$ cat src/rtl/fpc_pkg.sv
package fpc_pkg;
  // Register indices seen on host_addr
  localparam logic [1:0] REG_CTRL  = 2'd0;
  localparam logic [1:0] REG_UPPER = 2'd1;
  localparam logic [1:0] REG_LOWER = 2'd2;
  localparam logic [1:0] REG_DATA  = 2'd3;

  // Wait field covers 1..16 strobe cycles
  localparam int WAIT_W = 4;

  // Control register bit positions
  localparam int CTRL_FEN_BIT  = 0;
  localparam int CTRL_AINC_BIT = 1;
  localparam int CTRL_WAIT_LSB = 4;
  localparam int CTRL_BUSY_BIT = CTRL_WAIT_LSB + WAIT_W;

  typedef enum logic {SEQ_IDLE = 1'b0, SEQ_ACT = 1'b1} seq_state_e;
endpackage

$ cat src/rtl/fpc_regs.sv
module fpc_regs
  import fpc_pkg::*;
#(
  parameter int HW    = 32,
  parameter int DW    = 8,
  parameter int UP_W  = 8,
  parameter int LO_W  = 16,
  parameter int SZ_W  = 8
) (
  input  logic              clk,
  input  logic              rst_n,
  input  logic              soft_rst,
  input  logic              host_sel,
  input  logic              host_wr,
  input  logic              host_rd,
  input  logic [1:0]        host_addr,
  input  logic [HW-1:0]     host_wdata,
  output logic [HW-1:0]     host_rdata,
  input  logic              halted,
  input  logic [SZ_W-1:0]   sram_cfg,
  input  logic              busy_i,
  input  logic              done_i,
  input  logic              done_rd_i,
  input  logic [DW-1:0]     rd_byte_i,
  output logic              start_o,
  output logic              start_wr_o,
  output logic [WAIT_W-1:0] wait_m1_o,
  output logic [UP_W-1:0]   upper_o,
  output logic [LO_W-1:0]   lower_o,
  output logic [DW-1:0]     data_o
);
  logic              fen_q, fen_d, ainc_q, ainc_d;
  logic [WAIT_W-1:0] wait_q, wait_d;
  logic              ctrl_en;
  logic [UP_W-1:0]   upper_q;
  logic              up_we;
  logic [LO_W-1:0]   lower_q, lower_d;
  logic              lower_en;
  logic [DW-1:0]     data_q, data_d;
  logic              data_en;
  logic              wr_ctrl, wr_upper, wr_lower, wr_data, rd_data;
  logic              unused_wdata;

  assign unused_wdata = ^host_wdata[HW-1:LO_W];

  // Host access decode
  assign wr_ctrl  = host_sel & host_wr & (host_addr == REG_CTRL);
  assign wr_upper = host_sel & host_wr & (host_addr == REG_UPPER);
  assign wr_lower = host_sel & host_wr & (host_addr == REG_LOWER);
  assign wr_data  = host_sel & host_wr & (host_addr == REG_DATA) & ~busy_i;
  assign rd_data  = host_sel & host_rd & ~host_wr & (host_addr == REG_DATA) & ~busy_i;

  assign start_wr_o = wr_data & fen_q;
  assign start_o    = rd_data | start_wr_o;

  // Control register: next state
  always_comb begin
    ctrl_en = 1'b0;
    fen_d   = fen_q;
    ainc_d  = ainc_q;
    wait_d  = wait_q;
    if (soft_rst) begin
      ctrl_en = 1'b1;
      fen_d   = 1'b0;
      ainc_d  = 1'b0;
      wait_d  = '0;
    end else if (wr_ctrl) begin
      ctrl_en = 1'b1;
      fen_d   = host_wdata[CTRL_FEN_BIT];
      ainc_d  = host_wdata[CTRL_AINC_BIT];
      wait_d  = host_wdata[CTRL_WAIT_LSB +: WAIT_W];
    end
  end

  always_ff @(posedge clk or negedge rst_n) begin
    if (!rst_n) begin
      fen_q  <= 1'b0;
      ainc_q <= 1'b0;
      wait_q <= '0;
    end else if (ctrl_en) begin
      fen_q  <= fen_d;
      ainc_q <= ainc_d;
      wait_q <= wait_d;
    end
  end

  // Upper byte: write-protected, no reset
  assign up_we = wr_upper & (halted | (sram_cfg == '0));

  always_ff @(posedge clk) begin
    if (up_we) upper_q <= host_wdata[UP_W-1:0];
  end

  // Lower address: host write beats auto-increment
  always_comb begin
    lower_en = 1'b0;
    lower_d  = lower_q;
    if (wr_lower) begin
      lower_en = 1'b1;
      lower_d  = host_wdata[LO_W-1:0];
    end else if (done_i && ainc_q) begin
      lower_en = 1'b1;
      lower_d  = lower_q + 1'b1;
    end
  end

  always_ff @(posedge clk or negedge rst_n) begin
    if (!rst_n)        lower_q <= '0;
    else if (lower_en) lower_q <= lower_d;
  end

  // Data port: host write while idle, or captured read byte
  always_comb begin
    data_en = 1'b0;
    data_d  = data_q;
    if (wr_data) begin
      data_en = 1'b1;
      data_d  = host_wdata[DW-1:0];
    end else if (done_rd_i) begin
      data_en = 1'b1;
      data_d  = rd_byte_i;
    end
  end

  always_ff @(posedge clk) begin
    if (data_en) data_q <= data_d;
  end

  // Read mux, unused bits zero
  always_comb begin
    host_rdata = '0;
    unique case (host_addr)
      REG_CTRL: begin
        host_rdata[CTRL_FEN_BIT]               = fen_q;
        host_rdata[CTRL_AINC_BIT]              = ainc_q;
        host_rdata[CTRL_WAIT_LSB +: WAIT_W]    = wait_q;
        host_rdata[CTRL_BUSY_BIT]              = busy_i;
      end
      REG_UPPER: host_rdata[UP_W-1:0] = upper_q;
      REG_LOWER: host_rdata[LO_W-1:0] = lower_q;
      default:   host_rdata[DW-1:0]   = data_q;
    endcase
  end

  assign wait_m1_o = wait_q;
  assign upper_o   = upper_q;
  assign lower_o   = lower_q;
  assign data_o    = data_q;


  upper_protect_chk: assert property (@(posedge clk) disable iff (!rst_n)
    (!halted && sram_cfg != '0) |=> $stable(upper_q));


  no_write_when_disabled_chk: assert property (@(posedge clk) disable iff (!rst_n)
    (host_sel && host_wr && host_addr == REG_DATA && !fen_q && !busy_i && !soft_rst) |=> !busy_i);


  data_hold_while_busy_chk: assert property (@(posedge clk) disable iff (!rst_n)
    (busy_i && !done_rd_i && host_sel && host_wr && host_addr == REG_DATA) |=> $stable(data_q));
endmodule

$ cat src/rtl/fpc_seq.sv
module fpc_seq
  import fpc_pkg::*;
#(
  parameter int ADDR_W = 24
) (
  input  logic              clk,
  input  logic              rst_n,
  input  logic              soft_rst,
  input  logic              start_i,
  input  logic              start_wr_i,
  input  logic [WAIT_W-1:0] wait_m1_i,
  input  logic [ADDR_W-1:0] addr_i,
  output logic              busy_o,
  output logic              done_o,
  output logic              done_rd_o,
  output logic              is_wr_o,
  output logic [ADDR_W-1:0] addr_o,
  output logic              cs_n_o,
  output logic              oe_n_o,
  output logic              we_n_o
);
  seq_state_e        state_q, state_d;
  logic [WAIT_W-1:0] cnt_q, cnt_d;
  logic              wr_q, wr_d;
  logic [ADDR_W-1:0] addr_q, addr_d;

  always_comb begin
    state_d = state_q;
    cnt_d   = cnt_q;
    wr_d    = wr_q;
    addr_d  = addr_q;
    if (soft_rst) begin
      state_d = SEQ_IDLE;
      cnt_d   = '0;
    end else begin
      unique case (state_q)
        SEQ_IDLE: if (start_i) begin
          state_d = SEQ_ACT;
          cnt_d   = wait_m1_i;
          wr_d    = start_wr_i;
          addr_d  = addr_i;
        end
        default: begin
          if (cnt_q == '0) state_d = SEQ_IDLE;
          else             cnt_d   = cnt_q - 1'b1;
        end
      endcase
    end
  end

  always_ff @(posedge clk or negedge rst_n) begin
    if (!rst_n) begin
      state_q <= SEQ_IDLE;
      cnt_q   <= '0;
      wr_q    <= 1'b0;
      addr_q  <= '0;
    end else begin
      state_q <= state_d;
      cnt_q   <= cnt_d;
      wr_q    <= wr_d;
      addr_q  <= addr_d;
    end
  end

  assign busy_o    = (state_q == SEQ_ACT);
  assign done_o    = busy_o & (cnt_q == '0) & ~soft_rst;
  assign done_rd_o = done_o & ~wr_q;
  assign is_wr_o   = wr_q;
  assign addr_o    = addr_q;
  assign cs_n_o    = ~busy_o;
  assign oe_n_o    = ~(busy_o & ~wr_q);
  assign we_n_o    = ~(busy_o & wr_q);


  busy_after_start_chk: assert property (@(posedge clk) disable iff (!rst_n)
    (start_i && !soft_rst) |=> busy_o);


  release_after_done_chk: assert property (@(posedge clk) disable iff (!rst_n)
    done_o |=> !busy_o);


  addr_hold_chk: assert property (@(posedge clk) disable iff (!rst_n)
    (busy_o && !done_o && !soft_rst) |=> $stable(addr_o));
endmodule

$ cat src/rtl/flash_port_ctrl.sv
module flash_port_ctrl
  import fpc_pkg::*;
#(
  parameter int HW   = 32,
  parameter int DW   = 8,
  parameter int UP_W = 8,
  parameter int LO_W = 16,
  parameter int SZ_W = 8
) (
  input  logic                 clk,
  input  logic                 rst_n,
  input  logic                 soft_rst,
  input  logic                 host_sel,
  input  logic                 host_wr,
  input  logic                 host_rd,
  input  logic [1:0]           host_addr,
  input  logic [HW-1:0]        host_wdata,
  output logic [HW-1:0]        host_rdata,
  input  logic                 halted,
  input  logic [SZ_W-1:0]      sram_cfg,
  output logic                 busy,
  output logic [UP_W+LO_W-1:0] eb_addr,
  output logic [DW-1:0]        eb_dout,
  output logic                 eb_dout_en,
  input  logic [DW-1:0]        eb_din,
  output logic                 eb_cs_n,
  output logic                 eb_oe_n,
  output logic                 eb_we_n
);
  localparam int ADDR_W = UP_W + LO_W;

  logic              start, start_wr, done, done_rd, is_wr;
  logic [WAIT_W-1:0] wait_m1;
  logic [UP_W-1:0]   upper;
  logic [LO_W-1:0]   lower;
  logic [DW-1:0]     data;

  fpc_regs #(.HW(HW), .DW(DW), .UP_W(UP_W), .LO_W(LO_W), .SZ_W(SZ_W)) u_regs (
    .clk(clk), .rst_n(rst_n), .soft_rst(soft_rst),
    .host_sel(host_sel), .host_wr(host_wr), .host_rd(host_rd),
    .host_addr(host_addr), .host_wdata(host_wdata), .host_rdata(host_rdata),
    .halted(halted), .sram_cfg(sram_cfg),
    .busy_i(busy), .done_i(done), .done_rd_i(done_rd), .rd_byte_i(eb_din),
    .start_o(start), .start_wr_o(start_wr), .wait_m1_o(wait_m1),
    .upper_o(upper), .lower_o(lower), .data_o(data)
  );

  fpc_seq #(.ADDR_W(ADDR_W)) u_seq (
    .clk(clk), .rst_n(rst_n), .soft_rst(soft_rst),
    .start_i(start), .start_wr_i(start_wr), .wait_m1_i(wait_m1),
    .addr_i({upper, lower}),
    .busy_o(busy), .done_o(done), .done_rd_o(done_rd), .is_wr_o(is_wr),
    .addr_o(eb_addr), .cs_n_o(eb_cs_n), .oe_n_o(eb_oe_n), .we_n_o(eb_we_n)
  );

  assign eb_dout    = data;
  assign eb_dout_en = busy & is_wr;
endmodule

$ cat config.mk
export PLATFORM = sky130hd
export DESIGN_NAME = flash_port_ctrl
export DESIGN_NICKNAME = d
export VERILOG_FILES = /design/src/rtl/fpc_pkg.sv /design/src/rtl/fpc_regs.sv /design/src/rtl/fpc_seq.sv /design/src/rtl/flash_port_ctrl.sv
export SDC_FILE = /design/constraint.sdc
export NUM_CORES = 1
export LEC_CHECK = 0
export BUFFER_PORTS_ARGS = -buffer_cell sky130_fd_sc_hd__buf_2
export CORE_MARGIN = 2
export CORE_UTILIZATION = 54
export DETAILED_ROUTE_END_ITERATION = 10
export PLACE_DENSITY_LB_ADDON = 0.15
export SLEW_MARGIN = 20
export SYNTH_ARGS = -nofsm -noshare
export SYNTH_HDL_FRONTEND = slang
export SYNTH_SLANG_ARGS = --single-unit
$ cat constraint.sdc
create_clock -name clk -period 3.83 [get_ports clk]
set_clock_uncertainty 0.15 [all_clocks]
set_input_delay 0.766 -clock clk [delete_from_list [all_inputs] [get_ports clk]]
set_output_delay 0.766 -clock clk [all_outputs]
set_load 0.005 [all_outputs]
Yosys cells after proc, flatten, opt, wreduce, memory -nomap -nowiden
Index checks and enable logic that the tools add are counted.

word-level totals
  register bits after elaboration = 68
  bits of input ports = 57
  output and inout bits = 69

cells by class
  $add $sub $neg = 2
  equal/unequal tests = 4
  mux-type cells = 29
  bitwise operators = 25
  reduce and logical (&&, ||, !) cells = 13

operator list
  cell                                              count
  2-to-1 mux 16 bit                                 2
  2-to-1 mux 4 bit                                  6
  bitwise AND 1 bit                                 17
  adder 16 x 1 -> 16 bit, second input constant     1
  2-to-1 mux 8 bit                                  2
  2-to-1 mux 1 bit                                  14
  case mux 2 bit (3 select lines)                   2
  case mux 4 bit (3 select lines)                   1
  zero test 8 bit                                   1
  AND reduction 2 bit                               4
  2-to-1 mux 7 bit                                  1
  inverter 1 bit                                    6
  nonzero test 2 bit                                3
  == test 2 bit, second input constant              2
  zero test 4 bit                                   1
  subtractor 4 x 1 -> 4 bit, second input constant  1
  != test 3 bit, second input constant              1
  AND reduction 3 bit                               1
  nonzero test 3 bit                                1
  == test 2 x 1 -> 1 bit, second input constant     1
  zero test 2 bit                                   1
  OR 1 bit                                          2
  case mux 1 bit (2 select lines)                   1
  logical AND 1 bit                                 1

Depth between registers and ports, before layout
Gate-level depths: netlist of the first run.

  depth in word-level cells = 8
  gate-level depth with buffers = 7
  mapped depth without buffers = 6

By module
From an unflattened synthesis of the first run, not the netlist that was laid out.

second synthesis, totals
  cells, all modules = 296
  area, all modules = 3475.8 um^2

by module, submodules not included
  module           times used  cells each  area an instance (um^2)
  fpc_regs         1           202         2174.6
  fpc_seq          1           93          1295.0
  flash_port_ctrl  1           1           6.3

Worst setup path before layout of the first run
OpenSTA, ideal clock, no wires.

  kind = input port to flip-flop
  start point = input port host_addr[0]
  end point = register u_regs.upper_q[0], in the netlist u_regs.upper_o[0] (enable)
  library setup time = 398 ps
  arrival = 2278 ps
  slack = 1005 ps
  stages = 3
  cell sequence = buf_2 -> buf_1 -> nor4b_1

between the ends
  longest elaborated chain between the ends = 3

ends and longest elaborated chain
  item                    line                   source
  start: declaration      flash_port_ctrl.sv:16  input logic [1:0] host_addr,
  == test 2 x 1 -> 1 bit  fpc_regs.sv:48         assign wr_upper = host_sel & host_wr & (host_addr == REG_UPPER);
  bitwise AND 1 bit       fpc_regs.sv:48
  bitwise AND 1 bit       fpc_regs.sv:88         assign up_we = wr_upper & (halted | (sram_cfg == '0));
  net u_regs.up_we        fpc_regs.sv:36         logic up_we;
  end signal: assignment  fpc_regs.sv:91         if (up_we) upper_q <= host_wdata[UP_W-1:0];
  end: declaration        fpc_regs.sv:35         logic [UP_W-1:0] upper_q;

The timed path passes the listed nets, and every way through them passes these cells.
A chain may end at the register's enable or synchronous reset.

Final worst setup path of the first run
  start point = input port host_addr[0]
  end point = output port host_rdata[2]

between the ends
  longest elaborated chain between the ends = 2
  elaborated cells between the ends (all ways) = 4
  classes of those cells = eq/ne: 2; mux: 1; reduce/logical: 1

ends and longest elaborated chain
  item                                         line                   source
  == test 2 bit, or another cell as far along  fpc_regs.sv:132        unique case (host_addr)
  case mux 2 bit (3 select lines) *            fpc_regs.sv:132
  end: declaration                             flash_port_ctrl.sv:18  output logic [HW-1:0] host_rdata,

Every way passes the cells marked *; elsewhere a longest branch is shown, timed or not.

==> tab_implementation.tex, run 1 <==
\begin{tabular}{lr}
\hline
Metric & Value \\
\hline
\multicolumn{2}{l}{\textbf{Outcome}} \\
\quad Run status & finished, final reports clean \\
\multicolumn{2}{l}{\textbf{Global route}} \\
\quad Global-route wire length before repair & 13.35 mm \\
\quad Pin count of the biggest net entering global routing & 38 \\
\quad Initial antenna violation count & 0 \\
\quad Number of global-route vias before repair & roughly 2600 \\
\quad Remaining Overflow, GRT & 0 \\
\quad Global Route Usage Sum & between 20\% and 30\% \\
\multicolumn{2}{l}{\textbf{STA}} \\
\quad Headroom to the max-slew limit & between 30\% and 40\% \\
\quad Share of the cycle needed by the critical path after routing & 71.96\% \\
\quad Setup-failing EPs final & 0 \\
\quad Unrepaired setup endpoints after global routing & no \\
\quad Slew @ Worst Pin & between 900 and 1000 ps \\
\quad Minimum clock period after layout & $\sim$2800 ps \\
\quad Final Hold Vio Count & 0 \\
\quad Max-slew violation total from the final report & 0 \\
\quad Final TNS setup & 0 ps \\
\quad Worst hold margin & 181.1 ps \\
\quad Fmax & 0.3628 GHz \\
\multicolumn{2}{l}{\textbf{Synthesis}} \\
\quad Leading cell types by total area after synthesis & sky130\_fd\_sc\_hd\_\_dfrtp\_1, sky130\_fd\_sc\_hd\_\_edfxtp\_1, sky130\_fd\_sc\_hd\_\_mux2\_2 \\
\quad Post-synth design cell area & 3595 um\^{}2 \\
\quad Post-synthesis sequential area ratio & between 40\% and 50\% \\
\quad Post-synthesis cell type with the largest combined area & sky130\_fd\_sc\_hd\_\_dfrtp\_1 \\
\quad Post-synth top cells & sky130\_fd\_sc\_hd\_\_dfrtp\_1, sky130\_fd\_sc\_hd\_\_mux2\_2, sky130\_fd\_sc\_hd\_\_nand2\_1, sky130\_fd\_sc\_hd\_\_nor2\_1 \\
\quad Number of flops mapped to enable cells by yosys & 16 \\
\quad Portion of synthesized cell area occupied by the leading cell type & a little over a third \\
\quad Post-synthesis sequential element count & between 60 and 70 \\
\quad Mapped Cells & 308 \\
\quad Synth Warn \# & 0 \\
\quad Share of synthesized registers carrying an async set or reset & between 70\% and 80\% \\
\quad Mean cell area of the mapped netlist & approximately 12 um\^{}2 \\
\quad Cell with the most instances after synthesis & sky130\_fd\_sc\_hd\_\_dfrtp\_1 \\
\quad Top\_reg\_cell synth & sky130\_fd\_sc\_hd\_\_dfrtp\_1 \\
\quad Number of distinct standard cells referenced by the synthesized netlist & just under 50 \\
\multicolumn{2}{l}{\textbf{Layout}} \\
\quad Count of antenna diodes in the layout & 0 \\
\quad Post-Route Utilization & about two thirds \\
\quad Fill cell count & about 500 \\
\quad Number of nets in the layout & $\sim$460 \\
\quad Share of final-layout standard cells stronger than drive strength 1 & between 40 and 50\% \\
\quad Relative area change from synthesis to final layout & 18.97\% \\
\multicolumn{2}{l}{\textbf{Worst setup path}} \\
\quad Worst endpoint required time & roughly 2900 ps \\
\quad Nature of the critical path endpoint & output pin \\
\quad Maximum fanout count along the critical path & 16 \\
\quad Flop2flop setup slack & 1480 ps \\
\quad CP Cell Sequence & buf\_2 -> mux2\_2 -> a22o\_1 -> buf\_2 \\
\quad Startpoint of the lowest-slack register-to-register path & u\_seq.busy\_o \\
\quad Kind of start point of the critical path & primary input \\
\quad CP Launch Point & host\_addr[0] \\
\quad Crit path kind & primary input to output pin \\
\quad Slowest CP cell & sky130\_fd\_sc\_hd\_\_mux2\_2 \\
\quad Slowest stage delay, CP & $\sim$390 ps \\
\quad Worst path most repeated cell & sky130\_fd\_sc\_hd\_\_buf\_2 \\
\quad Register-to-Register Path Depth & 2 \\
\quad Arrival time at the worst endpoint & 1840 ps \\
\quad Critical register-to-register path endpoint & u\_regs.data\_o[6] \\
\multicolumn{2}{l}{\textbf{Place}} \\
\quad Count of input and output buffers & slightly above 90 \\
\quad Final weighted congestion in routability-driven placement & 0.8100 \\
\quad Post-DP HPWL & $\sim$6 mm \\
\multicolumn{2}{l}{\textbf{Power and ir drop}} \\
\quad Peak supply drop & between 0.2 and 0.3 mV \\
\quad P per Cell Area & between 400 and 500 nW/um\^{}2 \\
\quad Pwr Total & between 1.5 and 2 mW \\
\quad Static leakage & between 1.5 and 2 nW \\
\multicolumn{2}{l}{\textbf{Job}} \\
\quad Maximum Capacitance Violations & 0 \\
\multicolumn{2}{l}{\textbf{Hold path}} \\
\quad Min-delay worst type & primary input to asynchronous set/reset pin \\
\multicolumn{2}{l}{\textbf{Route}} \\
\quad Detailed-route wire length & 8.311 mm \\
\quad Residual DRC & 0 \\
\quad Detailed-route wire length per cell & between 15 and 20 um \\
\quad DRT Pass-1 Iters & 4 \\
\quad Via Count & between 2000 and 3000 \\
\quad Iteration-0 DRC count of the detailed router & 174 \\
\quad Post-detailed-route count of antenna-violating nets & 0 \\
\quad Number of vias per cell after detailed routing & 5.614 \\
\multicolumn{2}{l}{\textbf{Clocking}} \\
\quad Post-CTS Setup Bufs & 0 \\
\quad Maximum count of clock buffers along a single path & 2 \\
\quad Worst skew pair latency & 330 ps \\
\quad Total number of H-tree levels & 3 \\
\quad \# clock sinks & around 70 \\
\quad Clock buffers created by TritonCTS & 9 \\
\quad Clock transition at the register clock pins on the worst setup and hold paths after CTS & 70 ps \\
\quad Number of hold buffers added after cts & 0 \\
\quad CTS Root Buffer Type & sky130\_fd\_sc\_hd\_\_clkbuf\_8 \\
\quad TritonCTS clock tree & yes \\
\quad Post-CTS resize count & 0 \\
\multicolumn{2}{l}{\textbf{Floorplan}} \\
\quad Die W & between 80 and 90 um \\
\quad Die area & between 7000 and 8000 um\^{}2 \\
\quad Number of standard-cell rows in the floorplan & 29 \\
\quad Starting density of the core & a little under three fifths \\
\quad Ports & around 130 \\
\quad Die height & 85.59 um \\
\quad Area inside the core boundary & $\sim$6400 um\^{}2 \\
\hline
\end{tabular}
-- per-layer routing --
layer	vias to the layer above	part of all wire (%)	track usage (%)
met5	-	0	0
met4	0	1.5	8.802
met3	11	6.9	3.946
met2	101	45	36.08
met1	1311	47	34.57
li1	1266	-	-
-- flip-flops by register name (all words and copies together), names as in the netlist, 4 cells and up --
signal,count
u_seq.addr_o,24
u_regs.lower_o,16
u_regs.data_o,8
u_regs.upper_o,8
u_regs.wait_m1_o,4
u_seq.cnt_q,4
-- cell type report --
class | count | area, um^2 | area share (%)
Multi-Input combinational cell | 214 | 1645 | 38.47
Timing Repair Buffer | 97 | 495.5 | 11.59
Clock buffer | 11 | 131.4 | 3.072
Inverter | 7 | 26.28 | 0.6144
Clock inverter | 5 | 100.1 | 2.341
Tap cell | 77 | 96.34 | 2.253
Sequential cell | 68 | 1782 | 41.66
-- cells by family after synthesis --
logic type      Yosys count  share of synthesized area (%)
compound gates           33                          5.883
xor+xnor                 10                          2.436
fa+ha+maj                 3                          1.044
buf+inv                  41                          6.544
flops                    68                          49.56
mux                      55                          18.62
other cells               1                         0.1043
simple gates             97                          15.80
-- worst max-delay path by stage --
stage	cells past startpoint	slack [ps]	end
final	4	1070	host_rdata[2]
after global routing	4	990	host_rdata[9]
after CTS	4	1060	host_rdata[2]
after detailed placement	4	1070	host_rdata[2]
after global placement	4	1070	host_rdata[2]
after floorplan	3	1000	u_regs.upper_o[0]
-- metrics by stage --
step	setup slack, ps	area (um^2)	cells
2_1_floorplan	1005	3651	323
4_1_cts	1058	4277	479
3_5_place_dp	1069	4045	463
3_3_place_gp	1074	4045	463
5_1_grt	986.7	4277	479
6_report	1074	4277	479
-- layout by cell type (no fill, tap or decap), types with 12 or more instances in the layout --
cell / n
sky130_fd_sc_hd__buf_2: 93
sky130_fd_sc_hd__conb_1: 16
sky130_fd_sc_hd__dfrtp_1: 52
sky130_fd_sc_hd__edfxtp_1: 16
sky130_fd_sc_hd__mux2_2: 33
sky130_fd_sc_hd__mux2i_1: 14
sky130_fd_sc_hd__nand2_1: 23
sky130_fd_sc_hd__nor2_1: 17
sky130_fd_sc_hd__o21ai_0: 12
-- critical path, delay by kind of cell --
family,cells,cell delay [ps]
buffers and inverters,2,460
multiplexers,1,390
AO/OA/AOI/OAI,1,220
-- power by group --
part | internal [mW] | total [mW] | switching, mW
clock network | 0.431 | 0.691 | 0.260
registers | 0.832 | 0.920 | 0.0887
logic | 0.164 | 0.295 | 0.132
total | 1.43 | 1.91 | 0.480
Power figures use the tool's default switching activity.
==> run 2, diff against run 1 <==
--- a/config.mk
+++ b/config.mk
@@ -7,7 +7,7 @@
 export LEC_CHECK = 0
 export BUFFER_PORTS_ARGS = -buffer_cell sky130_fd_sc_hd__buf_2
 export CORE_MARGIN = 2
-export CORE_UTILIZATION = 54
+export CORE_UTILIZATION = 50
 export DETAILED_ROUTE_END_ITERATION = 10
 export PLACE_DENSITY_LB_ADDON = 0.15
 export SLEW_MARGIN = 20
==> constraint.sdc (replaced) <==
create_clock -name clk -period 2.62 [get_ports clk]
set_clock_uncertainty 0.15 [all_clocks]
set_input_delay 0.524 -clock clk [delete_from_list [all_inputs] [get_ports clk]]
set_output_delay 0.524 -clock clk [all_outputs]
set_load 0.005 [all_outputs]
==> run 2 against run 1 <==
- clock power rose by 53%
- clock-buffer cell count fell by 1
- register-to-register slack got worse by 930 ps
- critical path type unchanged
- via count rose by 0.45%
- non-clock buffer count rose by 10
==> tab_implementation.tex, run 2 (synthesis results as in run 1) <==
\begin{tabular}{lr}
\hline
Metric & Value \\
\hline
\multicolumn{2}{l}{\textbf{Floorplan}} \\
\quad Starting density of the core & 52.33\% (was 56.29\%) \\
\quad Die W & 88.79 um (was 85.59 um) \\
\quad Area inside the core boundary & 6869 um\^{}2 (was 6386 um\^{}2) \\
\quad Die area & 7884 um\^{}2 (was 7326 um\^{}2) \\
\quad Number of standard-cell rows in the floorplan & 30 (was 29) \\
\quad Die height & 88.79 um (was 85.59 um) \\
\quad Ports & 126 (unchanged) \\
\multicolumn{2}{l}{\textbf{Worst setup path}} \\
\quad Slowest stage delay, CP & 560 ps (was 390 ps) \\
\quad Nature of the critical path endpoint & output pin (unchanged) \\
\quad Register-to-Register Path Depth & 6 (was 2) \\
\quad Worst path most repeated cell & sky130\_fd\_sc\_hd\_\_buf\_2 (unchanged) \\
\quad Slowest CP cell & sky130\_fd\_sc\_hd\_\_mux4\_2 (was sky130\_fd\_sc\_hd\_\_mux2\_2) \\
\quad Kind of start point of the critical path & primary input (unchanged) \\
\quad Flop2flop setup slack & 550 ps (was 1480 ps) \\
\quad Buffers plus inverters on the worst setup path & 2 (unchanged) \\
\quad Worst endpoint required time & 1950 ps (was 2910 ps) \\
\quad Maximum fanout count along the critical path & 16 (unchanged) \\
\quad CP Cell Sequence & buf\_2 -> mux4\_2 -> buf\_2 (was buf\_2 -> mux2\_2 -> a22o\_1 -> buf\_2) \\
\quad Top Family by Delay on Critical Path & multiplexers (was buffers and inverters) \\
\quad Arrival time at the worst endpoint & 1570 ps (was 1840 ps) \\
\quad Critical register-to-register path endpoint & u\_regs.lower\_o[9] (was u\_regs.data\_o[6]) \\
\quad Crit path kind & primary input to output pin (unchanged) \\
\quad Startpoint of the lowest-slack register-to-register path & u\_seq.cnt\_q[0] (was u\_seq.busy\_o) \\
\multicolumn{2}{l}{\textbf{Layout}} \\
\quad Relative area change from synthesis to final layout & 21.96\% (was 18.97\%) \\
\quad Layout Cells excl Fill & 508 (was 479) \\
\quad Share of final-layout standard cells stronger than drive strength 1 & 41.26\% (was 40.05\%) \\
\quad Leading cell type in the layout, fill and taps excluded & sky130\_fd\_sc\_hd\_\_buf\_2 (unchanged) \\
\quad Number of nets in the layout & 467 (was 457) \\
\quad Most frequent cells in the layout & sky130\_fd\_sc\_hd\_\_buf\_2, sky130\_fd\_sc\_hd\_\_dfrtp\_1, sky130\_fd\_sc\_hd\_\_mux2\_2, sky130\_fd\_sc\_hd\_\_nand2\_1, sky130\_fd\_sc\_hd\_\_nor2\_1 (unchanged) \\
\quad Count of antenna diodes in the layout & 0 (unchanged) \\
\quad Largest register FFs & 24 (unchanged) \\
\multicolumn{2}{l}{\textbf{Hold path}} \\
\quad Worst hold path startpoint & host\_wdata[12] \\
\quad Min-delay worst type & primary input to register (was primary input to asynchronous set/reset pin) \\
\quad Hold path cells & 3 \\
\quad Hold-critical path endpoint & u\_regs.lower\_o[12] \\
\multicolumn{2}{l}{\textbf{STA}} \\
\quad Headroom to the max-slew limit & 59.78\% (was 36.72\%) \\
\quad Slew @ Worst Pin & 600.1 ps (was 943.5 ps) \\
\quad Unrepaired setup endpoints after global routing & no (unchanged) \\
\quad Final Hold Vio Count & 0 (unchanged) \\
\quad Max-slew violation total from the final report & 0 (unchanged) \\
\quad Share of the cycle needed by the critical path after routing & around 86\% \\
\quad Setup-failing EPs final & 0 (unchanged) \\
\quad Fmax & roughly 0.45 GHz \\
\quad Minimum clock period after layout & 2247 ps \\
\quad Final TNS setup & 0 ps (unchanged) \\
\multicolumn{2}{l}{\textbf{Global route}} \\
\quad Pin count of the biggest net entering global routing & 23 (was 38) \\
\quad Global-route wire length before repair & 12.88 mm (was 13.35 mm) \\
\quad Global Route Usage Sum & 21.77\% (was 23.74\%) \\
\quad Number of global-route vias before repair & 2581 (was 2576) \\
\quad Initial antenna violation count & 0 (unchanged) \\
\quad Remaining Overflow, GRT & 0 (unchanged) \\
\multicolumn{2}{l}{\textbf{Clocking}} \\
\quad Worst skew pair latency & 340 ps (was 330 ps) \\
\quad Maximum count of clock buffers along a single path & 2 (unchanged) \\
\quad Clock transition at the register clock pins on the worst setup and hold paths after CTS & 70 ps (about the same) \\
\quad Clock buffers created by TritonCTS & 9 (unchanged) \\
\quad CTS Root Buffer Type & sky130\_fd\_sc\_hd\_\_clkbuf\_8 (unchanged) \\
\quad Total number of H-tree levels & 3 (unchanged) \\
\quad TritonCTS clock tree & yes (unchanged) \\
\quad Post-CTS Setup Bufs & 0 (unchanged) \\
\quad \# clock sinks & 68 (unchanged) \\
\multicolumn{2}{l}{\textbf{Route}} \\
\quad Detailed-route wire length per cell & 16.60 um (was 17.35 um) \\
\quad Iteration-0 DRC count of the detailed router & 193 (was 174) \\
\quad Via Count & 2701 (was 2689) \\
\quad Residual DRC & 0 (unchanged) \\
\quad Number of vias per cell after detailed routing & 5.317 (was 5.614) \\
\quad DRT Pass-1 Iters & 4 (unchanged) \\
\quad Post-detailed-route count of antenna-violating nets & 0 (unchanged) \\
\quad Detailed-route wire length & 8.432 mm (was 8.311 mm) \\
\multicolumn{2}{l}{\textbf{Place}} \\
\quad Post-DP HPWL & 6.256 mm (was 6.155 mm) \\
\quad Cells after DPL & 491 (was 463) \\
\quad Final weighted congestion in routability-driven placement & 0.8650 (was 0.8100) \\
\quad Count of input and output buffers & 93 (unchanged) \\
\multicolumn{2}{l}{\textbf{Power and ir drop}} \\
\quad Pwr Total & 2.846 mW (was 1.907 mW) \\
\quad P per Cell Area & 649.0 nW/um\^{}2 (was 445.8 nW/um\^{}2) \\
\quad Peak supply drop & 0.3685 mV (was 0.2957 mV) \\
\quad Static leakage & 2.031 nW (was 1.980 nW) \\
\multicolumn{2}{l}{\textbf{Outcome}} \\
\quad Run status & finished, final reports clean (unchanged) \\
\multicolumn{2}{l}{\textbf{Job}} \\
\quad Maximum Capacitance Violations & 0 (unchanged) \\
\hline
\end{tabular}
-- run 2: where the power goes --
part | internal [mW] | leakage, nW | total [mW] | switching (mW)
Sequential | 1.22 | 0.802 | 1.34 | 0.129
Clock | 0.658 | 0.122 | 1.06 | 0.406
Combinational | 0.245 | 1.11 | 0.437 | 0.193
Total | 2.12 | 2.03 | 2.85 | 0.728
-- run 2: per-stage QoR --
| step | worst slack, ps | area [um^2] | hold WS, ps | utilization [%] |
|---|---|---|---|---|
| finish | 373.5 | 4384 | 237.9 | 63.83 |
| global route | 295.4 | 4384 | 237.6 | 63.83 |
| CTS | 379.5 | 4384 | 231.1 | 63.83 |
| detailed placement | 294.3 | 4125 | 327.9 | 60.05 |
| global placement | 342.2 | 4125 | 323.7 | 60.05 |
| floorplan | 36.53 | 3651 | 78.41 | - |
-- run 2: worst register-to-register path: cells and delay by family (launching register included) --
| kind | cells | cell delay [ps] |
|---|---|---|
| fa+ha+maj | 1 | 220 |
| buf+inv | 1 | 110 |
| compound gates | 2 | 300 |
| flops | 1 | 400 |
| simple gates | 2 | 760 |
-- run 2: layout make-up --
type	instances	area, um^2
clock buffers	10	137.6
repair buffers	107	573.1
multi-input cells	214	1634
fillers	586	2485
well taps	96	120.1
inverters	7	26.28
flip-flops and latches	68	1782
clock inverters	6	111.4
-- run 2: worst max path at each step --
stage	from	to	slack [ps]	cells past startpoint
detailed placement	host_addr[1]	u_seq.addr_o[18]	290	5
CTS	host_addr[0]	host_rdata[2]	380	4
finish	host_addr[1]	host_rdata[6]	370	3
floorplan	host_addr[0]	u_regs.upper_o[0]	40	3
global placement	host_addr[1]	u_seq.addr_o[9]	340	5
global route	host_addr[1]	host_rdata[13]	300	4
-- run 2: repair_timing --
| item | in CTS | in global routing |
|---|---|---|
| hold endpoints to repair | 16 | 0 |
| resized for setup | 0 | 0 |
| hold buffers | 1 | 0 |
-- run 2: per-layer routing --
layer | share of wire, % | track usage, % | routed length [um] | up-vias
li1 | - | - | - | 1284
met1 | 45 | 29.60 | 3809 | 1302
met2 | 48 | 35.41 | 4006 | 110
met3 | 6.6 | 3.451 | 555 | 5
met4 | 0.74 | 7.851 | 62 | 0
met5 | 0 | 0 | 0 | -
